===== config.mk =====
export PLATFORM = sky130hd
export DESIGN_NAME = pkt_link_framer
export DESIGN_NICKNAME = d
export VERILOG_FILES = /design/src/rtl/pkt_link_framer.sv
export SDC_FILE = /design/constraint.sdc
export NUM_CORES = 1
export LEC_CHECK = 0
export BUFFER_PORTS_ARGS = -buffer_cell sky130_fd_sc_hd__buf_2
export CORE_MARGIN = 8
export CORE_UTILIZATION = 55
export CTS_BUF_LIST = sky130_fd_sc_hd__clkbuf_2 sky130_fd_sc_hd__clkbuf_4 sky130_fd_sc_hd__clkbuf_8
export DETAILED_ROUTE_END_ITERATION = 6
export HOLD_SLACK_MARGIN = 0.15
export PLACE_DENSITY = 0.88
export SLEW_MARGIN = 10
export SYNTH_ARGS = -nofsm -noshare
export SYNTH_HDL_FRONTEND = slang
export SYNTH_SLANG_ARGS = --single-unit

===== constraint.sdc =====
create_clock -name clk -period 5.6 [get_ports clk]
set_clock_uncertainty 0.15 [all_clocks]
set_input_delay 1.12 -clock clk [delete_from_list [all_inputs] [get_ports clk]]
set_output_delay 1.12 -clock clk [all_outputs]
set_load 0.03 [all_outputs]

===== src/rtl/pkt_link_framer.sv =====
module pkt_link_framer #(
  parameter logic [15:0] CRC_POLY = 16'h1021,
  parameter logic [15:0] CRC_INIT = 16'hFFFF
) (
  input  logic        clk,
  input  logic        rst_n,
  input  logic        hdr_valid,
  output logic        hdr_ready,
  input  logic        hdr_type,
  input  logic [8:0]  hdr_len,
  input  logic [63:0] hdr_addr,
  input  logic [47:0] hdr_aux,
  output logic        tx_len_err,
  input  logic        pld_valid,
  output logic        pld_ready,
  input  logic [15:0] pld_data,
  output logic        tx_valid,
  input  logic        tx_ready,
  output logic [15:0] tx_data,
  input  logic        rx_valid,
  input  logic [15:0] rx_data,
  output logic        rx_pld_valid,
  output logic        rx_done,
  output logic        rx_crc_err,
  output logic [15:0] rx_node,
  output logic        rx_type,
  output logic [1:0]  rx_size
);
  localparam int HDR_SYMS = 8;
  localparam int CNT_W    = 7;

  function automatic logic [15:0] crc_next(input logic [15:0] c, input logic [15:0] d);
    logic [15:0] r;
    logic fb;
    r = c;
    for (int i = 15; i >= 0; i--) begin
      fb = r[15] ^ d[i];
      r  = {r[14:0], 1'b0} ^ (fb ? CRC_POLY : 16'h0000);
    end
    return r;
  endfunction

  function automatic logic [CNT_W:0] pld_last(input logic [1:0] sz);
    case (sz)
      2'd1:    return 8'd7;
      2'd2:    return 8'd31;
      default: return 8'd127;
    endcase
  endfunction

  typedef enum logic [1:0] {T_IDLE, T_HDR, T_PLD, T_CRC} tx_st_t;
  typedef enum logic [1:0] {R_HDR, R_PLD, R_CRC} rx_st_t;

  tx_st_t            tx_st;
  logic [CNT_W-1:0]  tx_cnt;
  logic [15:0]       tx_crc;
  logic              t_type;
  logic [1:0]        t_size;
  logic [63:0]       t_addr;
  logic [47:0]       t_aux;
  logic [15:0]       hdr_sym;
  logic              len_ok;
  logic [1:0]        len_code;
  logic              tx_fire;

  always_comb begin
    len_ok   = 1'b1;
    len_code = 2'd0;
    case (hdr_len)
      9'd0:    len_code = 2'd0;
      9'd16:   len_code = 2'd1;
      9'd64:   len_code = 2'd2;
      9'd256:  len_code = 2'd3;
      default: len_ok   = 1'b0;
    endcase
  end

  always_comb begin
    case (tx_cnt[2:0])
      3'd0:    hdr_sym = {t_type, t_size, 13'b0};
      3'd1:    hdr_sym = t_addr[63:48];
      3'd2:    hdr_sym = t_addr[47:32];
      3'd3:    hdr_sym = t_addr[31:16];
      3'd4:    hdr_sym = t_addr[15:0];
      3'd5:    hdr_sym = t_aux[47:32];
      3'd6:    hdr_sym = t_aux[31:16];
      default: hdr_sym = t_aux[15:0];
    endcase
  end

  assign hdr_ready = (tx_st == T_IDLE);
  assign pld_ready = (tx_st == T_PLD) && tx_ready;
  assign tx_valid  = (tx_st == T_HDR) || (tx_st == T_CRC) || ((tx_st == T_PLD) && pld_valid);
  assign tx_data   = (tx_st == T_PLD) ? pld_data : (tx_st == T_CRC) ? tx_crc : hdr_sym;
  assign tx_fire   = tx_valid && tx_ready;

  always_ff @(posedge clk) begin
    if (!rst_n) begin
      tx_st      <= T_IDLE;
      tx_cnt     <= '0;
      tx_crc     <= CRC_INIT;
      tx_len_err <= 1'b0;
      t_type     <= 1'b0;
      t_size     <= 2'd0;
      t_addr     <= '0;
      t_aux      <= '0;
    end else begin
      tx_len_err <= 1'b0;
      case (tx_st)
        T_IDLE: if (hdr_valid) begin
          if (len_ok) begin
            t_type <= hdr_type;
            t_size <= len_code;
            t_addr <= hdr_addr;
            t_aux  <= hdr_aux;
            tx_cnt <= '0;
            tx_crc <= CRC_INIT;
            tx_st  <= T_HDR;
          end else begin
            tx_len_err <= 1'b1;
          end
        end
        T_HDR: if (tx_fire) begin
          tx_crc <= crc_next(tx_crc, tx_data);
          if (tx_cnt == CNT_W'(HDR_SYMS - 1)) begin
            tx_cnt <= '0;
            tx_st  <= (t_size == 2'd0) ? T_CRC : T_PLD;
          end else begin
            tx_cnt <= tx_cnt + 1'b1;
          end
        end
        T_PLD: if (tx_fire) begin
          tx_crc <= crc_next(tx_crc, tx_data);
          if ({1'b0, tx_cnt} == pld_last(t_size)) begin
            tx_cnt <= '0;
            tx_st  <= T_CRC;
          end else begin
            tx_cnt <= tx_cnt + 1'b1;
          end
        end
        default: if (tx_fire) tx_st <= T_IDLE;
      endcase
    end
  end

  p_hold_r5: assert property (@(posedge clk) disable iff (!rst_n)
    (tx_valid && !tx_ready) |=> (tx_valid && $stable(tx_data)));
  p_idle_r6: assert property (@(posedge clk) disable iff (!rst_n)
    hdr_ready |-> !tx_valid);
  p_reject_r3: assert property (@(posedge clk) disable iff (!rst_n)
    (hdr_valid && hdr_ready && !len_ok) |=> (tx_len_err && hdr_ready));

  rx_st_t            rx_st;
  logic [CNT_W-1:0]  rx_cnt;
  logic [15:0]       rx_crc;
  logic [15:0]       rx_crc_in;

  assign rx_pld_valid = rx_valid && (rx_st == R_PLD);
  assign rx_crc_in    = (rx_st == R_HDR && rx_cnt == '0) ? CRC_INIT : rx_crc;

  always_ff @(posedge clk) begin
    if (!rst_n) begin
      rx_st      <= R_HDR;
      rx_cnt     <= '0;
      rx_crc     <= CRC_INIT;
      rx_done    <= 1'b0;
      rx_crc_err <= 1'b0;
      rx_node    <= '0;
      rx_type    <= 1'b0;
      rx_size    <= 2'd0;
    end else begin
      rx_done    <= 1'b0;
      rx_crc_err <= 1'b0;
      if (rx_valid) begin
        case (rx_st)
          R_HDR: begin
            rx_crc <= crc_next(rx_crc_in, rx_data);
            if (rx_cnt == '0) {rx_type, rx_size} <= rx_data[15:13];
            if (rx_cnt == CNT_W'(1)) rx_node <= rx_data;
            if (rx_cnt == CNT_W'(HDR_SYMS - 1)) begin
              rx_cnt <= '0;
              rx_st  <= (rx_size == 2'd0) ? R_CRC : R_PLD;
            end else begin
              rx_cnt <= rx_cnt + 1'b1;
            end
          end
          R_PLD: begin
            rx_crc <= crc_next(rx_crc, rx_data);
            if ({1'b0, rx_cnt} == pld_last(rx_size)) begin
              rx_cnt <= '0;
              rx_st  <= R_CRC;
            end else begin
              rx_cnt <= rx_cnt + 1'b1;
            end
          end
          default: begin
            rx_done    <= 1'b1;
            rx_crc_err <= (rx_data != rx_crc);
            rx_cnt     <= '0;
            rx_st      <= R_HDR;
          end
        endcase
      end
    end
  end

  p_err_done_r8: assert property (@(posedge clk) disable iff (!rst_n)
    rx_crc_err |-> rx_done);
  p_pulse_r8: assert property (@(posedge clk) disable iff (!rst_n)
    rx_done |=> !rx_done);
  p_pld_end_r7: assert property (@(posedge clk) disable iff (!rst_n)
    rx_done |-> !rx_pld_valid);
endmodule


### Word level (Yosys, flattened, before mapping)

Cells that the tools add are included.

* bits in registers: 187
* bits in latches: 0
* memory bits (writable): 0
* ROM bits: 0
* bits of input ports: 160
* output and inout port bits: 42
* word-level logic and storage cells: 272
* memories kept: 0

* add/subtract/negate cells: 2
* multipliers: 0
* div/mod/pow operators: 0
* $lt $le $gt $ge: 0
* eq/ne operators: 32
* shift-type cells: 0
* mux-type cells: 92
* bitwise operators: 98
* reduce and logical (&&, ||, !) cells: 32

Operator list (count)
* bitwise XOR 16 x 13 -> 16 bit: 48
* 2-to-1 mux 13 bit: 48
* one-hot mux 16 bit (7 select lines): 1
* 2-to-1 mux 16 bit: 6
* one-hot mux 16 bit (2 select lines): 2
* 2-to-1 mux 7 bit: 8
* 2-to-1 mux 8 bit: 6
* bitwise XOR 1 bit: 48
* one-hot mux 7 bit (2 select lines): 3
* one-hot mux 7 bit (3 select lines): 1
* 2-to-1 mux 2 bit: 10
* == test 7 x 8 -> 1 bit: 2
* inequality test 16 bit: 1
* AND reduction 3 bit: 5
* adder 7 x 1 -> 7 bit (second input constant): 2
* == test 7 x 3 -> 1 bit (second input constant): 2
* inequality test 2 x 1 -> 1 bit (second input constant): 6
* one-hot mux 2 bit (3 select lines): 2
* == test 3 bit (second input constant): 3
* == test 9 x 5 -> 1 bit (second input constant): 1
* == test 9 x 7 -> 1 bit (second input constant): 1
* == test 9 bit (second input constant): 1
* logical NOT 9 bit: 1
* == test 2 x 1 -> 1 bit (second input constant): 4
* 21 further kinds: 44

### Longest topological paths before layout

* depth in word-level cells: 54
* depth in mapped cells: 19
* mapped depth without buffers: 11

### Worst setup path after synthesis

No wires, ideal clock.

* kind: flip-flop to output port
* from: register tx_cnt[2]
* to: output port tx_data[4]
* data arrival time: 3.163 ns
* data required time: 4.330 ns
* path slack: 1.167 ns
* cell stages (with the launch flop): 15
* path buffers: 8
* path through: dfxtp_1 > buf_2 > buf_2 > buf_2 > inv_1 > ha_1 > buf_6 > or4_4 > buf_6 > buf_6 > buf_2 > buf_2 > a311oi_1 > a21oi_1 > a21oi_1

* word-level cells in the longest chain between the ends: 4
* elaborated cells between the ends (all ways): 10
* classes of those cells: eq/ne (6); mux (3); reduce/logical (1)

Ends and longest elaborated chain
* start: declaration: RTL line 55 `logic [CNT_W-1:0] tx_cnt;`
* start signal: assignment: RTL line 129 `tx_cnt <= tx_cnt + 1'b1;`
* start signal: assignment: RTL line 138 `tx_cnt <= tx_cnt + 1'b1;`
* == test 3 bit, or another cell as far along: RTL line 79 `case (tx_cnt[2:0])`
* one-hot mux 16 bit (7 select lines) *: RTL line 79
* 2-to-1 mux 16 bit * (2 in a row): RTL line 94 `assign tx_data = (tx_st == T_PLD) ? pld_data : (tx_st == T_CRC) ? tx_crc : hdr_sym;`
* end: declaration: RTL line 19 `output logic [15:0] tx_data,`

Every way passes the cells marked *; elsewhere a longest branch is shown, timed or not.

### Worst setup path after layout

* from: register tx_cnt[0]
* to: output port tx_data[7]

The elaborated chain is that of the path after synthesis.

==> flow_summary_export.csv <==
group,metric,value,unit
timing,drv_slew,0,
synth,syn_area_per_cell,8.017,µm²
drt,ant_nets,0,
clocking,ctsResizeCount,0,
clocking,cts.path.max_buffers,2,
timing,fin_tns_setup,0,ns
floorplan,rows,50,
drt,first_pass_iters,7,
global_route,grt_pass1_vias,9494,
floorplan,die_h,154.4,µm
placement,port_buffers,201,
synth,synthXorXnorAreaFrac,0.1043,
timing,fmax,207.9,MHz
pwr,vdd_drop_max,0.1810,mV
clocking,cts_hold_buf,0,
global_route,grt_pass1_wl,47840,µm
timing,holdWs,0.3203,ns
floorplan,initial_core_util,0.5613,
placement,dp.cells,1657,
placement,post-place-ws,1.208,ns
min_path,hold_class,"reg -> reg",
clocking,h-tree-depth,4,
synth,yosysTopAreaCell,"dfxtp_1",
synth,muxShareOfSynthArea,0.02910,
synth,syn_inst,1314,
synth,synth_top_family_by_area,"compound AO/OA/AOI/OAI gates",
drt,drt_iter0_drc,866,
critical_path,crit_chain,"ha_1 > a222oi_1 > o21ai_0 > mux2i_1 > nor2_1 > a211oi_1 > a21oi_1 > buf_2",
global_route,antenna_found_initial,0,
drt,wl,29910,µm
timing,post-route-min-period,4.811,ns
placement,dpl-instance-area,0.01149,mm²
critical_path,worstRegToRegCells,12,
drt,wire_per_inst,17.71,µm
finish,final_cells,1689,
timing,setup_viol_count_final,0,
finish,multi_input_area,0.006300,mm²
pwr,finalPower,4.085,mW
finish,seq_area,0.003744,mm²
synth,ys_ff_latch,187,
synth,yosys-top-cells-area,"dfxtp_1 36%, nand2_1 11%, a21boi_0 8.6%",
synth,synth_cell_types,83,
synth,yosysSeqAreaShare,0.3554,
synth,synth_ff_type,"dfxtp_1",
finish,final_util,0.6339,
global_route,grt_usage,0.2465,
timing,worst_pin_slew,1.233,ns
placement,dpl.hpwl,22130,µm
global_route,grt_max_degree,114,
pwr,leakagePower,4.729,nW
critical_path,critPathMaxStageDelay,1.01,ns
finish,nFillCells,1617,
finish,stdcell_area,0.01190,mm²
critical_path,crit_type,"reg -> out",
synth,synth_top_area_frac,0.3554,
clocking,cts_made_buffers,17,
min_path,min_path_cells,2,
critical_path,start_kind,"flip-flop",
clocking,cts_setup_buffers,0,
synth,async_reset_ff_frac,0,
synth,yosys.area_share.simple,0.2043,
finish,areaGrowthSynthToFinish,12.95,%
synth,synth_compound_area_frac,0.2376,
synth,syn_area,0.01053,mm²
floorplan,fp.dieW,154.4,µm
floorplan,core_region_area,0.01877,mm²
drt,drc_errors,0,
synth,synth_fa_ha_area_frac,0.02114,
global_route,gr-total-overflow,0,
finish,drive_above_1_share,0.1904,
synth,syn-num-nets,1491,
finish,final_nets,1619,
pwr,power_density,343.3,mW/mm²
timing,rsz0062_at_grt,"false",
placement,globalplace.congestion,0.9545,
timing,timing.final.crit_share,0.8591,
timing,timing.final.ws_setup,0.7892,ns
status,outcome,"complete, no violations",
critical_path,cp_slowest_cell,"ha_1",
critical_path,required,4.33,ns
clocking,clk_latency,0.48,ns
floorplan,pin_count,202,
clocking,path_clk_slew,0.10,ns
drt,vias,9854,
finish,diodes,0,
clocking,root_buffer,"clkbuf_8",
clocking,cts_tree,"done",
synth,synth_edf_count,0,
critical_path,end_kind,"output pin",
timing,relSlewSlack,0.1777,
timing,final-hold-violation-count,0,
clocking,clock_sinks,187,
floorplan,die_area,0.02384,mm²
critical_path,cp_max_fo,30,
drt,viasPerCell,5.834,
synth,synth_warnings,0,
critical_path,cp.arrival,3.54,ns
run,drv_cap,0,
## power by group
part	switching [mW]	internal, mW	leakage (nW)
registers	0.0783	1.38	1.51
logic	0.927	0.794	3.01
clock network	0.556	0.345	0.202
## critical path: cells and delay by family (launching register included)
family / cells / cell delay (ns)
flops: 1 / 0.43
compound gates: 4 / 1.07
buf+inv: 1 / 0.22
mux: 1 / 0.21
fa+ha+maj: 1 / 1.01
simple gates: 1 / 0.12
## cell families after synthesis
kind of cell,after synthesis
AOI/OAI and AO/OA,356
xor gates and xnor gates,114
adders and majority gates,18
buffers and inverters,124
DFF,187
muxes,30
and+or+nand+nor,485
## final timing paths
kind / start / to / slack (ns)
min: t_addr[60] / t_addr[60] / 0.32
min reg2reg: t_addr[60] / t_addr[60] / 0.32
max: tx_cnt[0] / tx_data[7] / 0.79
max reg2reg: tx_cnt[2] / tx_crc[12] / 1.12
## cell usage after synthesis, drive strengths merged, types with 8 or more instances
| cell type | n |
|---|---|
| nand2 | 300 |
| nand3 | 14 |
| inv | 24 |
| buf | 16 |
| nor4 | 9 |
| a21boi | 122 |
| nor2 | 63 |
| o22ai | 11 |
| nor2b | 32 |
| o21a | 10 |
| and3 | 14 |
| a211oi | 11 |
| a222oi | 10 |
| xor2 | 29 |
| dfxtp | 187 |
| clkbuf | 84 |
| nor3 | 9 |
| a221oi | 9 |
| a31oi | 16 |
| a22oi | 11 |
| xnor2 | 80 |
| ha | 17 |
| o21ai | 38 |
| o211ai | 10 |
| a21oi | 69 |
| mux2i | 25 |
| nand4 | 8 |
| nand2b | 10 |
| and2 | 9 |
## area by class of cell
type	count	share of cell area
Multi-Input combinational cell	1003	0.5295
Inverter	24	0.007572
Clock inverter	13	0.01294
Timing Repair Buffer	209	0.08981
Sequential cell	187	0.3146
Tap cell	234	0.02461
Clock buffer	19	0.02093
## registers in the layout, indices dropped and copies added, names as in the netlist, 7 cells and up
signal / flops
t_addr: 64
t_aux: 48
rx_crc: 16
rx_node: 16
tx_crc: 16
rx_cnt: 7
tx_cnt: 7
## layout by cell type, fill, tap and decap left out, types with 8 or more instances in the layout
| master | n |
|---|---|
| nand2_1 | 299 |
| buf_2 | 200 |
| dfxtp_1 | 187 |
| a21boi_0 | 121 |
| xnor2_1 | 77 |
| a21oi_1 | 68 |
| nor2_1 | 63 |
| o21ai_0 | 34 |
| nor2b_1 | 32 |
| xor2_1 | 28 |
| mux2i_1 | 25 |
| inv_1 | 24 |
| ha_1 | 17 |
| clkbuf_8 | 17 |
| a31oi_1 | 16 |
| nand3_1 | 13 |
| and3_1 | 12 |
| a22oi_1 | 11 |
| a211oi_1 | 10 |
| o21a_1 | 10 |
| nand2b_1 | 10 |
| a222oi_1 | 10 |
| o211ai_1 | 10 |
| a221oi_1 | 9 |
| o22ai_1 | 9 |
| and2_1 | 9 |
| buf_4 | 9 |
| nand4_1 | 8 |
| nor3_1 | 8 |
## layer usage
metal | vias up | GRT usage | part of all wire
met5 | - | 0 | 0
met4 | 0 | 0.09473 | 0.028
met3 | 64 | 0.05322 | 0.084
met2 | 416 | 0.3983 | 0.47
met1 | 4608 | 0.3163 | 0.42
li1 | 4766 | - | -
Note: power is estimated with default switching activity, not from simulation.
